File: src/rtl/irqv_pkg.sv
package irqv_pkg;
  localparam int VEC_W     = 8;
  localparam int NSRC      = 3;            // core sources with latched flags
  localparam int NPEND     = NSRC + 1;     // plus peripheral summary
  localparam int VEC_STEP  = 8;
  localparam logic [VEC_W-1:0] RESET_VEC = '0;

  // source index i vectors to (i+1)*VEC_STEP
  function automatic logic [VEC_W-1:0] vec_of(input int idx);
    return VEC_W'((idx + 1) * VEC_STEP);
  endfunction
endpackage

File: src/rtl/irqv_summary.sv
module irqv_summary #(
  parameter int NUM_PERIPH = 8
) (
  input  logic [NUM_PERIPH-1:0] flags,
  input  logic [NUM_PERIPH-1:0] enables,
  output logic                  summary
);
  logic [NUM_PERIPH-1:0] qual;

  for (genvar g = 0; g < NUM_PERIPH; g++) begin : g_qual
    assign qual[g] = flags[g] & enables[g];
  end

  assign summary = |qual;
endmodule

File: src/rtl/irqv_status_reg.sv
module irqv_status_reg
  import irqv_pkg::*;
(
  input  logic            clk,
  input  logic            rst_n,
  input  logic            wr_en,
  input  logic [7:0]      wr_data,
  input  logic [NSRC-1:0] evt,
  input  logic [NSRC-1:0] take,
  output logic [NSRC-1:0] flags_q,
  output logic [NPEND-1:0] en_q
);
  for (genvar g = 0; g < NSRC; g++) begin : g_flag
    always_ff @(posedge clk or negedge rst_n) begin
      if (!rst_n)
        flags_q[g] <= 1'b0;
      else
        flags_q[g] <= evt[g] | (wr_en ? wr_data[4+g] : (flags_q[g] & ~take[g]));
    end
  end

  always_ff @(posedge clk or negedge rst_n) begin
    if (!rst_n)     en_q <= '0;
    else if (wr_en) en_q <= wr_data[NPEND-1:0];
  end

  assert_reset_zero_R1: assert property (@(posedge clk) disable iff (!rst_n)
    $past(!rst_n) |-> (flags_q == '0 && en_q == '0));

  assert_flag_sets_R5: assert property (@(posedge clk) disable iff (!rst_n)
    (evt != '0) |=> ((flags_q & $past(evt)) == $past(evt)));

  assert_autoclear_R8: assert property (@(posedge clk) disable iff (!rst_n)
    $past(!wr_en) |-> ((flags_q & $past(take & ~evt)) == '0));
endmodule

File: src/rtl/irqv_arbiter.sv
module irqv_arbiter
  import irqv_pkg::*;
(
  input  logic             clk,
  input  logic             rst_n,
  input  logic             glob_dis,
  input  logic [NSRC-1:0]  flags,
  input  logic [NPEND-1:0] en,
  input  logic             summary,
  input  logic             wr_en,
  input  logic [NPEND-1:0] wr_en_bits,
  input  logic [NSRC-1:0]  evt,
  output logic [NSRC-1:0]  take,
  output logic             vec_req,
  output logic [VEC_W-1:0] vec_addr
);
  logic             sum_q;
  logic [NPEND-1:0] pend, arm;
  logic             hazard, any;
  int               win;
  logic             req_n;
  logic [VEC_W-1:0] addr_n;

  assign pend   = {summary & en[NPEND-1], flags & en[NSRC-1:0]};
  assign arm    = {summary & ~sum_q, evt};
  assign hazard = ~glob_dis & wr_en & (|(arm & en & ~wr_en_bits));
  assign any    = |pend;
  assign req_n  = ~glob_dis & (hazard | any);

  always_comb begin
    win = 0;
    for (int i = NPEND - 1; i >= 0; i--)
      if (pend[i]) win = i;
  end

  always_comb begin
    take = '0;
    if (req_n && !hazard && win < NSRC) take[win] = 1'b1;
    if (!req_n)      addr_n = '0;
    else if (hazard) addr_n = RESET_VEC;
    else             addr_n = vec_of(win);
  end

  always_ff @(posedge clk or negedge rst_n) begin
    if (!rst_n) begin
      sum_q    <= 1'b0;
      vec_req  <= 1'b0;
      vec_addr <= '0;
    end else begin
      sum_q    <= summary;
      vec_req  <= req_n;
      vec_addr <= addr_n;
    end
  end

  assert_gd_blocks_R9: assert property (@(posedge clk) disable iff (!rst_n)
    vec_req |-> $past(!glob_dis));

  assert_hazard_vec_R11: assert property (@(posedge clk) disable iff (!rst_n)
    $past(hazard) |-> (vec_req && vec_addr == RESET_VEC));

  assert_one_take_R6: assert property (@(posedge clk) disable iff (!rst_n)
    $onehot0(take));
endmodule

File: src/rtl/irq_vector_ctrl.sv
module irq_vector_ctrl
  import irqv_pkg::*;
#(
  parameter int NUM_PERIPH = 8
) (
  input  logic                  clk,
  input  logic                  rst_n,
  input  logic                  reg_wr_en,
  input  logic [7:0]            reg_wr_data,
  output logic [7:0]            reg_rd_data,
  input  logic                  evt_pin_a,
  input  logic                  evt_tmr_ovf,
  input  logic                  evt_pin_b,
  input  logic [NUM_PERIPH-1:0] periph_flags,
  input  logic [NUM_PERIPH-1:0] periph_enables,
  input  logic                  glob_dis,
  output logic                  vec_req,
  output logic [7:0]            vec_addr
);
  logic [NSRC-1:0]  evt, flags, take;
  logic [NPEND-1:0] en;
  logic             summary;

  assign evt = {evt_pin_b, evt_tmr_ovf, evt_pin_a};

  irqv_summary #(.NUM_PERIPH(NUM_PERIPH)) u_summary (
    .flags(periph_flags), .enables(periph_enables), .summary(summary));

  irqv_status_reg u_reg (
    .clk(clk), .rst_n(rst_n), .wr_en(reg_wr_en), .wr_data(reg_wr_data),
    .evt(evt), .take(take), .flags_q(flags), .en_q(en));

  irqv_arbiter u_arb (
    .clk(clk), .rst_n(rst_n), .glob_dis(glob_dis), .flags(flags), .en(en),
    .summary(summary), .wr_en(reg_wr_en), .wr_en_bits(reg_wr_data[NPEND-1:0]),
    .evt(evt), .take(take), .vec_req(vec_req), .vec_addr(vec_addr));

  assign reg_rd_data = {summary, flags, en};

  assert_lowest_wins_R7: assert property (@(posedge clk) disable iff (!rst_n)
    (vec_req && vec_addr == 8'h10) |-> $past(!(flags[0] && en[0])));

  assert_pin_a_vec_R6: assert property (@(posedge clk) disable iff (!rst_n)
    (vec_req && vec_addr == 8'h08) |-> $past(flags[0] && en[0] && !glob_dis));
endmodule

File: config.mk
export PLATFORM = sky130hd
export DESIGN_NAME = irq_vector_ctrl
export DESIGN_NICKNAME = d
export VERILOG_FILES = /design/src/rtl/irqv_pkg.sv /design/src/rtl/irqv_summary.sv /design/src/rtl/irqv_status_reg.sv /design/src/rtl/irqv_arbiter.sv /design/src/rtl/irq_vector_ctrl.sv
export SDC_FILE = /design/constraint.sdc
export NUM_CORES = 1
export LEC_CHECK = 0
export ABC_AREA = 0
export BUFFER_PORTS_ARGS = -buffer_cell sky130_fd_sc_hd__buf_2
export CAP_MARGIN = 20
export CELL_PAD_IN_SITES_DETAIL_PLACEMENT = 0
export CELL_PAD_IN_SITES_GLOBAL_PLACEMENT = 1
export CORE_MARGIN = 2
export CORE_UTILIZATION = 32
export CTS_BUF_LIST = sky130_fd_sc_hd__clkbuf_8
export CTS_CLUSTER_DIAMETER = 80
export DETAILED_ROUTE_END_ITERATION = 10
export PLACE_DENSITY = 0.93
export SETUP_SLACK_MARGIN = 0.4
export SLEW_MARGIN = 10
export SYNTH_ARGS = -nofsm -noshare
export SYNTH_HDL_FRONTEND = slang
export SYNTH_HIERARCHICAL = 1
export SYNTH_SLANG_ARGS = --single-unit
File: constraint.sdc
create_clock -name clk -period 3.9 [get_ports clk]
set_input_delay 0.195 -clock clk [delete_from_list [all_inputs] [get_ports clk]]
set_output_delay 0.195 -clock clk [all_outputs]
set_load 0.05 [all_outputs]
# ---- Word level (Yosys, flattened, before mapping)
# Index checks and enable logic that the tools add are counted.
dict set report totals {
  ramBits 0
  latch_bits 0
  inputBits 31
  memories 0
  mem_bits_ro 0
  out_inout_bits 17
  elab_cells 59
  register_bits 17
}
dict set report op_classes {
  order_cmp 3
  addsub 1
  n_eq_ne 0
  shift 0
  mux 12
  mul 0
  div_mod_pow 0
  reduce_logical 7
  bitwise 29
}
# op n
set op_table {}
lappend op_table {{2-to-1 mux 32 bit} 2}
lappend op_table {{>= comparator 32 x 1 -> 1 bit, second input constant} 1}
lappend op_table {{< comparator 32 x 3 -> 1 bit, second input constant} 1}
lappend op_table {{< comparator 32 x 4 -> 1 bit, second input constant} 1}
lappend op_table {{bitwise AND 1 bit} 16}
lappend op_table {{2-to-1 mux 8 bit} 2}
lappend op_table {{bitwise AND 4 bit} 2}
lappend op_table {{OR reduction 4 bit} 2}
lappend op_table {{OR reduction 8 bit} 1}
lappend op_table {{adder 5 x 2 -> 5 bit, second input constant} 1}
lappend op_table {{inverter 1 bit} 5}
lappend op_table {{2-to-1 mux 1 bit} 4}
lappend op_table {{2-to-1 mux 2 bit} 2}
lappend op_table {{inverter 4 bit} 1}
lappend op_table {{bitwise OR 1 bit} 4}
lappend op_table {{bitwise AND 3 bit} 1}
lappend op_table {{logical AND 1 bit} 3}
lappend op_table {{2-to-1 mux 3 bit} 1}
lappend op_table {{demux 1 bit (select 2 bit)} 1}
lappend op_table {{logical NOT 1 bit} 1}

# ---- Logic depth before layout (Yosys ltp)
# Gate-level depths: netlist (run 1).
dict set report logic_depth {
  depth_word 16
  ltp_mapped 9
  ltp_nobuf 9
}

# ---- By module
# The synthesis (run 1) kept the hierarchy.
# mod area_per_inst_um2 instances seq_area_each_um2 cells_each
set by_module_without_submodules {}
lappend by_module_without_submodules {irqv_arbiter 390.4 1 125.1 41}
lappend by_module_without_submodules {irqv_status_reg 275.3 1 175.2 19}
lappend by_module_without_submodules {irqv_summary 36.3 1 0.0 5}
lappend by_module_without_submodules {irq_vector_ctrl 7.5 1 0.0 1}

# ---- Worst setup path before layout (run 1)
# Ideal clock, no wire load.
dict set report synth_timing {
  path_type {register to register}
  startpoint {reg u_reg.en_q[2]}
  endpoint {reg u_reg.flags_q[1]}
  setup_ps 126
  period_less_slack_ps 2075
  path_buffers 0
  path_stages_with_launch 9
  slack_ps 1825
  t_required_ps 3774
  t_arrival_ps 1949
  path_cell_list {dfrtp_1 > nand2_1 > a32oi_1 > a21o_2 > inv_1 > ha_1 > nor4bb_1 > nor2_1 > a221o_1}
}
dict set report synth_between {
  elab_chain_len 13
  elab_cells_between_ends 25
  classes_between {3 x order compare; 7 x mux; 9 x bitwise; 6 x reduce/logical}
}
# item line_no
set synth_lines {}
lappend synth_lines {{from (decl)} irqv_status_reg.sv:11} ;# output logic [NPEND-1:0] en_q
lappend synth_lines {{from (signal assigned)} irqv_status_reg.sv:24} ;# else if (wr_en) en_q <= wr_data[NPEND-1:0];
lappend synth_lines {{bitwise AND 3 bit / bitwise AND 4 bit (equally long branches)} {irqv_arbiter.sv:24, irqv_arbiter.sv:26}}
lappend synth_lines {{2-to-1 mux 2 bit / bitwise AND 4 bit (equally long branches)} {irqv_arbiter.sv:33, irqv_arbiter.sv:26}}
lappend synth_lines {{2-to-1 mux 32 bit / OR reduction 4 bit (equally long branches)} {irqv_arbiter.sv:33, irqv_arbiter.sv:26}}
lappend synth_lines {{2-to-1 mux 32 bit / bitwise AND 1 bit (equally long branches)} {irqv_arbiter.sv:33, irqv_arbiter.sv:26}}
lappend synth_lines {{>= comparator 32 x 1 -> 1 bit (not written as such), or another cell as far along} irqv_arbiter.sv:38} ;# if (req_n && !hazard && win < NSRC) take[win] = 1'b1;
lappend synth_lines {{logical AND 1 bit (not written as such) / bitwise AND 1 bit (equally long branches)} {irqv_arbiter.sv:38, irqv_arbiter.sv:28}}
lappend synth_lines {{2-to-1 mux 1 bit (not written as such) / logical AND 1 bit (equally long branches)} irqv_arbiter.sv:38}
lappend synth_lines {{demux 1 bit (select 2 bit) / logical AND 1 bit (equally long branches)} --}
lappend synth_lines {{2-to-1 mux 3 bit (*)} irqv_arbiter.sv:38}
lappend synth_lines {{named net take[1]} irq_vector_ctrl.sv:20} ;# logic [NSRC-1:0] evt, flags, take;
lappend synth_lines {{inverter 1 bit (*)} irqv_status_reg.sv:18} ;# flags_q[g] <= evt[g] | (wr_en ? wr_data[4+g] : (flags_q[g] & ~take[g]));
lappend synth_lines {{bitwise AND 1 bit (*)} irqv_status_reg.sv:18}
lappend synth_lines {{2-to-1 mux 1 bit (*)} irqv_status_reg.sv:18}
lappend synth_lines {{bitwise OR 1 bit (*)} irqv_status_reg.sv:18}
lappend synth_lines {{to (signal, indexed assignment)} irqv_status_reg.sv:18}
lappend synth_lines {{to (decl)} irqv_status_reg.sv:10} ;# output logic [NSRC-1:0] flags_q,
# Mark *: on every way through the listed nets, which the timed path passes. The rest lies on a longest branch.
# A chain may end at the register's enable or synchronous reset.

# ---- Final worst setup path (run 1)
dict set report layout_timing {
  startpoint {in periph_flags[5]}
  endpoint {reg u_reg.flags_q[1]}
}
dict set report layout_between {
  elab_chain_len 16
  elab_cells_between_ends 29
  classes_between {3 x order compare; 8 x mux; 11 x bitwise; 7 x reduce/logical}
}
# item line_no
set layout_lines {}
lappend layout_lines {{from (decl)} irq_vector_ctrl.sv:14} ;# input logic [NUM_PERIPH-1:0] periph_flags,
lappend layout_lines {{bitwise AND 1 bit (*)} irqv_summary.sv:11} ;# assign qual[g] = flags[g] & enables[g];
lappend layout_lines {{OR reduction 8 bit (*)} irqv_summary.sv:14} ;# assign summary = |qual;
lappend layout_lines {{bitwise AND 1 bit, on equally long branches} {irqv_arbiter.sv:24, irqv_arbiter.sv:25}}
lappend layout_lines {{2-to-1 mux 2 bit / bitwise AND 4 bit (equally long branches) (2 in series)} {irqv_arbiter.sv:33, irqv_arbiter.sv:26}}
lappend layout_lines {{2-to-1 mux 32 bit / OR reduction 4 bit (equally long branches)} {irqv_arbiter.sv:33, irqv_arbiter.sv:26}}
lappend layout_lines {{2-to-1 mux 32 bit / bitwise AND 1 bit (equally long branches)} {irqv_arbiter.sv:33, irqv_arbiter.sv:26}}
lappend layout_lines {{>= comparator 32 x 1 -> 1 bit (not written as such), or another cell as far along} irqv_arbiter.sv:38}
lappend layout_lines {{logical AND 1 bit (not written as such) / bitwise AND 1 bit (equally long branches)} {irqv_arbiter.sv:38, irqv_arbiter.sv:28}}
lappend layout_lines {{2-to-1 mux 1 bit (not written as such) / logical AND 1 bit (equally long branches)} irqv_arbiter.sv:38}
lappend layout_lines {{demux 1 bit (select 2 bit) / logical AND 1 bit (equally long branches)} --}
lappend layout_lines {{2-to-1 mux 3 bit (*)} irqv_arbiter.sv:38}
lappend layout_lines {{named net take[1]} irq_vector_ctrl.sv:20}
lappend layout_lines {{inverter 1 bit (*)} irqv_status_reg.sv:18}
lappend layout_lines {{bitwise AND 1 bit (*)} irqv_status_reg.sv:18}
lappend layout_lines {{2-to-1 mux 1 bit (*)} irqv_status_reg.sv:18}
lappend layout_lines {{bitwise OR 1 bit (*)} irqv_status_reg.sv:18}
# Marked as above.

==> results.yml, run 1 <==
cells_and_area:
  final_util: 0.447
  seqCellArea_um2: 300
  fillers: 226
  fin_area_um2: 960
  diodes: 0
  drive_above_1_share: 0.481
  nets: 145
  multiInputGateArea_um2: 357
  area.growth.synth_to_final_pct: 35.3
clock_network:
  clk_pin_slew_ps: 50
  cts_resized: 0
  h-tree-depth: 1
  clock-root-buffer: "clkbuf_8"
  cts_sinks: 12
  clock_path_buffers: 2
  post_cts.repair.setup_buffers: 0
  clk_latency_ps: 230
  cts_tree: "done"
  hold_buffers: 1
  cts_buffers: 3
grt:
  grt_max_degree: 13
  grt_usage: 0.132
  first_global_vias: 617
  antenna_found_initial: 0
  overflow: 0
  grt_first_pass_wirelength_um: 2520
floorplanning:
  die_h_um: 51.1
  die_x_um: 51.1
  fp-row-count: 17
  start_util: 0.330
  core_area_um2: 2150
  ios: 48
  dieArea_um2: 2610
logic_synthesis:
  ys_ff_latch: 12
  yosysSeqAreaShare: 0.423
  syn_inst: 66
  syn_area_um2: 709
  synth.avg_cell_area_um2: 10.7
  synth_cell_types: 25
  yosys_warnings: 6
power_and_ir_drop:
  cellPowerDensity_nw_per_um2: 407
  power_leakage_nw: 0.491
  power_uw: 390
  vdd_drop_max_v: 0.000160
worst_setup_path:
  crit_fanout: 5
  reg2regPathDepth: 8
  cp-start-kind: "primary input"
  critPathKind: "in -> reg"
  critPathRequiredTime_ps: 4020
  crit_arrival_ps: 2190
  end_kind: "flop"
route:
  vias: 654
  wire_per_inst_um: 12.5
  drt_pass1_iterations: 4
  drt_iter0_drc: 10
  via_per_inst: 4.81
  final_antenna_net_count: 0
  drt-total-wl_um: 1710
  drt_drc_violations_left: 0
sta:
  setup_viol: 0
  tns_ps: 0
  post-route-min-period_ps: 2070
  setup_ws_ps: 1830
  rsz0062_at_grt: "false"
  fin_crit_sh: 0.531
  hold_violations: 0
  skew_ps: 2.03
  drv_slew: 0
  fmax_ghz: 0.483
placed_design:
  dp_slack_ps: 1620
  routabilityCongestion: 0.734
  postPlaceCellArea_um2: 908
  dp_hpwl_um: 1350
  numPortBuffers: 41
min_path:
  worstHoldPathCells: 3
  min_path_type: "in -> reg"
run_status:
  run_status: "completed"
job:
  cap_violations: 0
==> worst max-delay path: stages <==
cell and delay, ps:
buf_2 100, a22oi_1 200, nand4_1 240, a32oi_1 260
a21o_2 150, inv_1 70, ha_1 240, nor4bb_1 340
nor2_1 90, a221o_1 300
==> registers in the layout, summed over array words and instances (netlist names) <==
register / flops
u_reg/en_q: 4
u_arb/vec_addr: 3
u_reg/flags_q: 3
u_arb/sum_q: 1
u_arb/vec_req: 1
==> final cells by class <==
cell class,instances,area share
Multi-Input combinational cell,48,0.372
Sequential cell,12,0.313
Timing Repair Buffer,42,0.224
Clock buffer,3,0.0430
Tap cell,28,0.0365
Inverter,3,0.0117
==> cells in the final DEF, fill, tap and decap left out, drive strengths merged, types with 2 or more instances in the layout <==
cell	instances
ha	4
dfrtp	12
buf	41
nor3b	2
nor2	4
clkbuf	3
and4bb	2
inv	3
a21oi	2
a22oi	6
a221o	2
nand2	6
conb	5
mux2	4
==> cell families (layout without fill, tap and decap cells) <==
kind of cell	count (synthesis)	count (layout)	synth area share
buf+inv	10	48	0.0952
other cells	1	5	0.00529
fa+ha+maj	4	4	0.0705
flops	12	12	0.423
compound gates	15	15	0.176
simple gates	20	20	0.166
mux	4	4	0.0635
==> cells in the mapped netlist <==
cell      instances  area share
dfrtp_1          12        0.42
a22oi_1           6       0.063
buf_4             6       0.063
nand2_1           6       0.032
ha_1              4       0.071
mux2_2            4       0.063
nor2_1            4       0.021
inv_1             3       0.016
a21oi_1           2       0.014
a221o_1           2       0.028
and4bb_2          2       0.035
nor3b_1           2       0.021
a21o_2            1       0.012
a32oi_1           1       0.012
buf_6             1       0.016
conb_1            1      0.0053
nand2b_1          1      0.0088
nand4_1           1      0.0088
nor2b_1           1      0.0088
nor3_1            1      0.0070
nor4bb_1          1       0.014
o21ai_0           1      0.0070
o22ai_1           1      0.0088
o311a_4           1       0.030
or2_1             1      0.0088
==> metrics by stage <==
step	hold slack, ps	cells
after global placement	76.7	132
final	184	136
after detailed placement	86.4	132
after CTS	175	136
after floorplan	-101	70
after global routing	185	136
==> path summary, 6_finish.rpt <==
kind / slack [ps] / endpoint / from
setup / recovery: 1830 / u_reg/flags_q[1] / periph_flags[5]
hold / removal: 180 / u_reg/flags_q[0] / reg_wr_data[4]
setup reg to reg: 1930 / u_reg/flags_q[1] / u_reg/en_q[2]
hold reg to reg: 570 / u_reg/flags_q[2] / u_reg/flags_q[2]
max in group asynchronous: 3320 / u_reg/en_q[2] / rst_n
min in group asynchronous: 370 / u_reg/en_q[3] / rst_n
==> metal layers <==
layer / routed length (µm) / global-route usage / vias up
met4: 12 / 0.0811 / 0
met2: 828 / 0.227 / 37
met5: 0 / 0 / -
li1: - / - / 314
met1: 703 / 0.148 / 301
met3: 161 / 0.0263 / 2
==> power by group <==
part | switching [mW] | internal (mW) | leakage [nW]
clock | 0.0413 | 0.0677 | 0.0216
combinational | 0.0919 | 0.0434 | 0.331
sequential | 0.00888 | 0.137 | 0.139
Power figures use the tool's default switching activity.
==> inputs of run 2 (changes only) <==
Settings changed: CORE_UTILIZATION 32 to 30, PLACE_DENSITY 0.93 to 0.89.
Clock period 3.9 ns to 2 ns, I/O delays scaled along.
==> results.yml, run 2 (same netlist as run 1, synthesis figures left out) <==
run_status:
  run_status: "completed"
clock_network:
  clock-root-buffer: "clkbuf_8"
  cts_tree: "done"
  clk_latency_ps: 230
  clock_path_buffers: 2
  clk_pin_slew_ps: 50
  cts_sinks: 12
  h-tree-depth: 1
  cts_buffers: 3
placed_design:
  placedCellCount: 133
  routabilityCongestion: 0.779
  dp_hpwl_um: 1350
  numPortBuffers: 41
sta:
  fmax_ghz: 0.553
  drv_slew: 0
  hold_violations: 0
  skew_ps: 1.57
  post-route-min-period_ps: 1810
  rsz0062_at_grt: "true"
  setup_viol: 0
  fin_crit_sh: 0.904
  tns_ps: 0
  hold_slack_ps: 78.3
floorplanning:
  die_h_um: 52.6
  start_util: 0.318
  dieArea_um2: 2770
  fp-row-count: 17
  die_x_um: 52.6
  core_area_um2: 2230
  ios: 48
cells_and_area:
  largest-register: "u_reg/en_q"
  area.growth.synth_to_final_pct: 57.5
  drive_above_1_share: 0.658
  reg.largest.list: "u_reg/en_q: 4 flops, u_arb/vec_addr: 3 flops, u_reg/flags_q: 3 flops"
  seqCellArea_um2: 309
  mostFrequentLayoutCells: "39 x buf_2, 7 x dfrtp_2, 6 x buf_6, 6 x nand2_1, 6 x a22oi_2"
  fillers: 222
  layout_commonest_cell: "buf_2"
  nets: 153
  multiInputGateArea_um2: 407
  largest_register_ffs: 4
  instances_no_fill: 145
  diodes: 0
power_and_ir_drop:
  vdd_drop_max_v: 0.000485
  power_leakage_nw: 0.543
  cellPowerDensity_nw_per_um2: 729
worst_setup_path:
  critPathRequiredTime_ps: 2120
  end_kind: "flop"
  critPathKind: "reg -> reg"
  r2r_start: "u_reg/en_q[2]"
  regToRegEndpoint: "u_reg/flags_q[2]"
  reg2regPathDepth: 8
  rrSetupSlack_ps: 190
  cp-start-kind: "flop"
  crit_arrival_ps: 1920
  crit_fanout: 5
grt:
  antenna_found_initial: 0
  grt_max_degree: 13
  grt_usage: 0.133
  grt_first_pass_wirelength_um: 2660
  overflow: 0
  first_global_vias: 689
route:
  drt_drc_violations_left: 0
  via_per_inst: 4.83
  wire_per_inst_um: 12.6
  vias: 700
  drt_iter0_drc: 2
  final_antenna_net_count: 0
  drt_pass1_iterations: 2
  drt-total-wl_um: 1830
min_path:
  min_from: "evt_tmr_ovf"
  worstHoldPathCells: 2
  min_path_type: "in -> reg"
  whs_endpoint: "u_reg/flags_q[1]"
job:
  cap_violations: 0
run 2: power breakdown:
| group | internal (mW) | leakage (nW) | switching, mW |
|---|---|---|---|
| registers | 0.269 | 0.133 | 0.0198 |
| logic | 0.115 | 0.383 | 0.193 |
| clock network | 0.135 | 0.0269 | 0.0825 |
run 2: area by class of cell:
| class | instances | share of cell area |
|---|---|---|
| flip-flops and latches | 12 | 0.277 |
| well taps | 28 | 0.0314 |
| multi-input cells | 48 | 0.364 |
| repair buffers | 50 | 0.278 |
| clock buffers | 3 | 0.0370 |
| clock inverters | 1 | 0.00336 |
| inverters | 3 | 0.0101 |
run 2: what timing repair did:
action,4_1_cts,5_1_grt
setup endpoints to repair,2,4
resized for setup,5,13
hold endpoints to repair,12,0
hold buffers,1,0
pin swaps,3,6
setup buffers,6,1
run 2: per-layer routing:
| layer | wire, µm | global-route usage | share of wire | vias to the layer above |
|---|---|---|---|---|
| met1 | 664 | 0.127 | 0.36 | 335 |
| met2 | 1030 | 0.260 | 0.56 | 28 |
| met5 | 0 | 0 | 0 | - |
| met4 | 19 | 0.0641 | 0.010 | 0 |
| li1 | - | - | - | 335 |
| met3 | 110 | 0.0286 | 0.060 | 2 |
run 2: worst max path at each step:
stage	startpoint	to	slack [ps]
after detailed placement	periph_flags[3]	u_reg/flags_q[1]	3
after CTS	u_reg/en_q[2]	u_reg/flags_q[2]	260
after global placement	periph_flags[5]	u_reg/flags_q[1]	40
after global routing	periph_flags[2]	u_reg/flags_q[1]	110
after floorplan	u_reg/en_q[2]	u_reg/flags_q[2]	190
final	u_reg/en_q[2]	u_reg/flags_q[2]	190
run 2: critical path, cell delays in order, from the launching register on:
cell and delay, ps:
dfrtp_2 390, nand2_1 70, a32oi_1 220, a21o_2 140
buf_4 110, ha_1 160, and4bb_2 250, nor2_1 50
a221o_1 290
run 2: stage by stage:
stage               instance area (µm²)   util  setup slack, ps  power (mW)
finish                             1120  0.500              192       0.814
global route                       1120  0.500              108       0.859
CTS                                1070  0.479              260       0.810
detailed placement                  945  0.423             2.93       0.569
global placement                    945  0.423             40.0       0.561
floorplan                           753      -              189       0.493
==> inputs of run 3 (changes only) <==
Settings changed: CORE_ASPECT_RATIO set to 1.25, TNS_END_PERCENT set to 50.
==> results.yml, run 3 (same netlist as run 1, synthesis figures left out) <==
grt:
  first_global_vias: 683
  overflow: 0
  grt_max_degree: 13
  grt_usage: 0.140
  grt_first_pass_wirelength_um: 2680
  antenna_found_initial: 0
clock_network:
  clk_pin_slew_ps: 50
  cts_tree: "done"
  clock-root-buffer: "clkbuf_8"
  h-tree-depth: 1
  clock_path_buffers: 2
  cts_buffers: 3
  clk_latency_ps: 240
  cts_sinks: 12
sta:
  setup_ws_ps: 190
  hold_violations: 0
  fmax_ghz: 0.553
  setup_viol: 0
  rsz0062_at_grt: "true"
  drv_slew: 0
  skew_ps: 1.15
  post-route-min-period_ps: 1810
  fin_crit_sh: 0.905
cells_and_area:
  area.growth.synth_to_final_pct: 45.7
  instances_no_fill: 142
  layout_commonest_cell: "buf_2"
  mostFrequentLayoutCells: "41 x buf_2, 7 x dfrtp_2, 6 x a22oi_1"
  largest-register: "u_reg/en_q"
  drive_above_1_share: 0.604
  diodes: 0
  largest_register_ffs: 4
  reg.largest.list: "u_reg/en_q: 4 flops, u_arb/vec_addr: 3 flops, u_reg/flags_q: 3 flops"
  nets: 147
route:
  vias: 664
  drt_iter0_drc: 11
  drt_drc_violations_left: 0
  wire_per_inst_um: 12.3
  final_antenna_net_count: 0
  drt_pass1_iterations: 4
  via_per_inst: 4.68
  drt-total-wl_um: 1750
placed_design:
  numPortBuffers: 41
  dp_hpwl_um: 1370
  placedCellCount: 137
  routabilityCongestion: 0.830
  dp_slack_ps: -57.3
worst_setup_path:
  crit_chain: "nand2_2, a32oi_1, a21o_2, inv_2, buf_4, ha_1, nor4bb_4, nor2_1, a221o_1"
  cpPeakStageDelay_ps: 430
  crit_fanout: 5
  r2r_start: "u_reg/en_q[2]"
  critPathKind: "reg -> reg"
  crit_slowest_cell: "dfrtp_2"
  crit_arrival_ps: 1930
  regToRegEndpoint: "u_reg/flags_q[1]"
  crit_start: "u_reg/en_q[2]"
  critPathRequiredTime_ps: 2120
  crit_path_end: "u_reg/flags_q[1]"
  cp-start-kind: "flop"
  end_kind: "flop"
  reg2regPathDepth: 9
  rrSetupSlack_ps: 190
min_path:
  min_from: "evt_pin_b"
  min_path_type: "in -> reg"
floorplanning:
  start_util: 0.321
  fp-row-count: 19
  core_area_um2: 2210
  die_x_um: 47.5
  ios: 48
  die_h_um: 58.4
  dieArea_um2: 2770
power_and_ir_drop:
  vdd_drop_max_v: 0.000351
  cellPowerDensity_nw_per_um2: 806
  power_leakage_nw: 0.502
job:
  cap_violations: 0
run_status:
  run_status: "completed"
run 3: changes by cell type in the layout (fill, tap and decap cells not counted), moves of 2 or more:
cell,change
buf_2,+2
a22oi_2,-6
buf_6,-6
a22oi_1,+6
run 3: metal layers:
| layer | share of wire | global-route usage |
|---|---|---|
| met1 | 0.37 | 0.136 |
| met2 | 0.52 | 0.249 |
| met3 | 0.086 | 0.0276 |
| met4 | 0.022 | 0.0952 |
| met5 | 0 | 0 |
run 3: metrics by stage:
stage | cell area [µm²] | total power [mW] | util | hold slack [ps] | setup TNS (ps)
floorplan | 748 | 0.489 | - | -196 | 0
detailed placement | 951 | 0.567 | 0.430 | -4.15 | -57.3
finish | 1030 | 0.833 | 0.467 | 79.4 | 0
global placement | 951 | 0.561 | 0.430 | -14.1 | -16.3
CTS | 1030 | 0.843 | 0.466 | 74.2 | 0
global route | 1030 | 0.882 | 0.467 | 76.8 | 0
run 3: repair_timing:
action                                  CTS  global route
endpoints found under the setup margin    3             3
endpoints found under the hold margin    12             0
hold buffers                              1             0
pin swaps                                 0             1
gates resized for setup                   2             1
setup buffers                             0             0
run 3: final cells by class:
cell class	instances	area, µm²
fillers	232	1180
repair buffers	44	230
clock buffers	4	55.1
flip-flops and latches	12	309
inverters	3	11.3
well taps	31	38.8
multi-input cells	48	389
run 3: worst min path at each step:
stage	to	slack, ps	depth (start not counted)
after global routing	u_reg/flags_q[2]	80	2
final	u_reg/flags_q[2]	80	2
after detailed placement	u_arb/vec_addr[3]	-4	1
after CTS	u_reg/flags_q[2]	70	2
after floorplan	u_arb/sum_q	-200	0
after global placement	u_arb/vec_addr[3]	-10	1
run 3: power breakdown:
part           internal, mW  switching (mW)  total [mW]
sequential            0.269          0.0182       0.288
combinational         0.101           0.185       0.286
clock                 0.174          0.0861       0.260
run 3: worst max-delay path: cells and delay by family, from the launching register on:
family,cells,cell delay (ps)
simple gates,3,330
fa+ha+maj,1,140
buf+inv,2,180
compound gates,3,600
flops,1,430
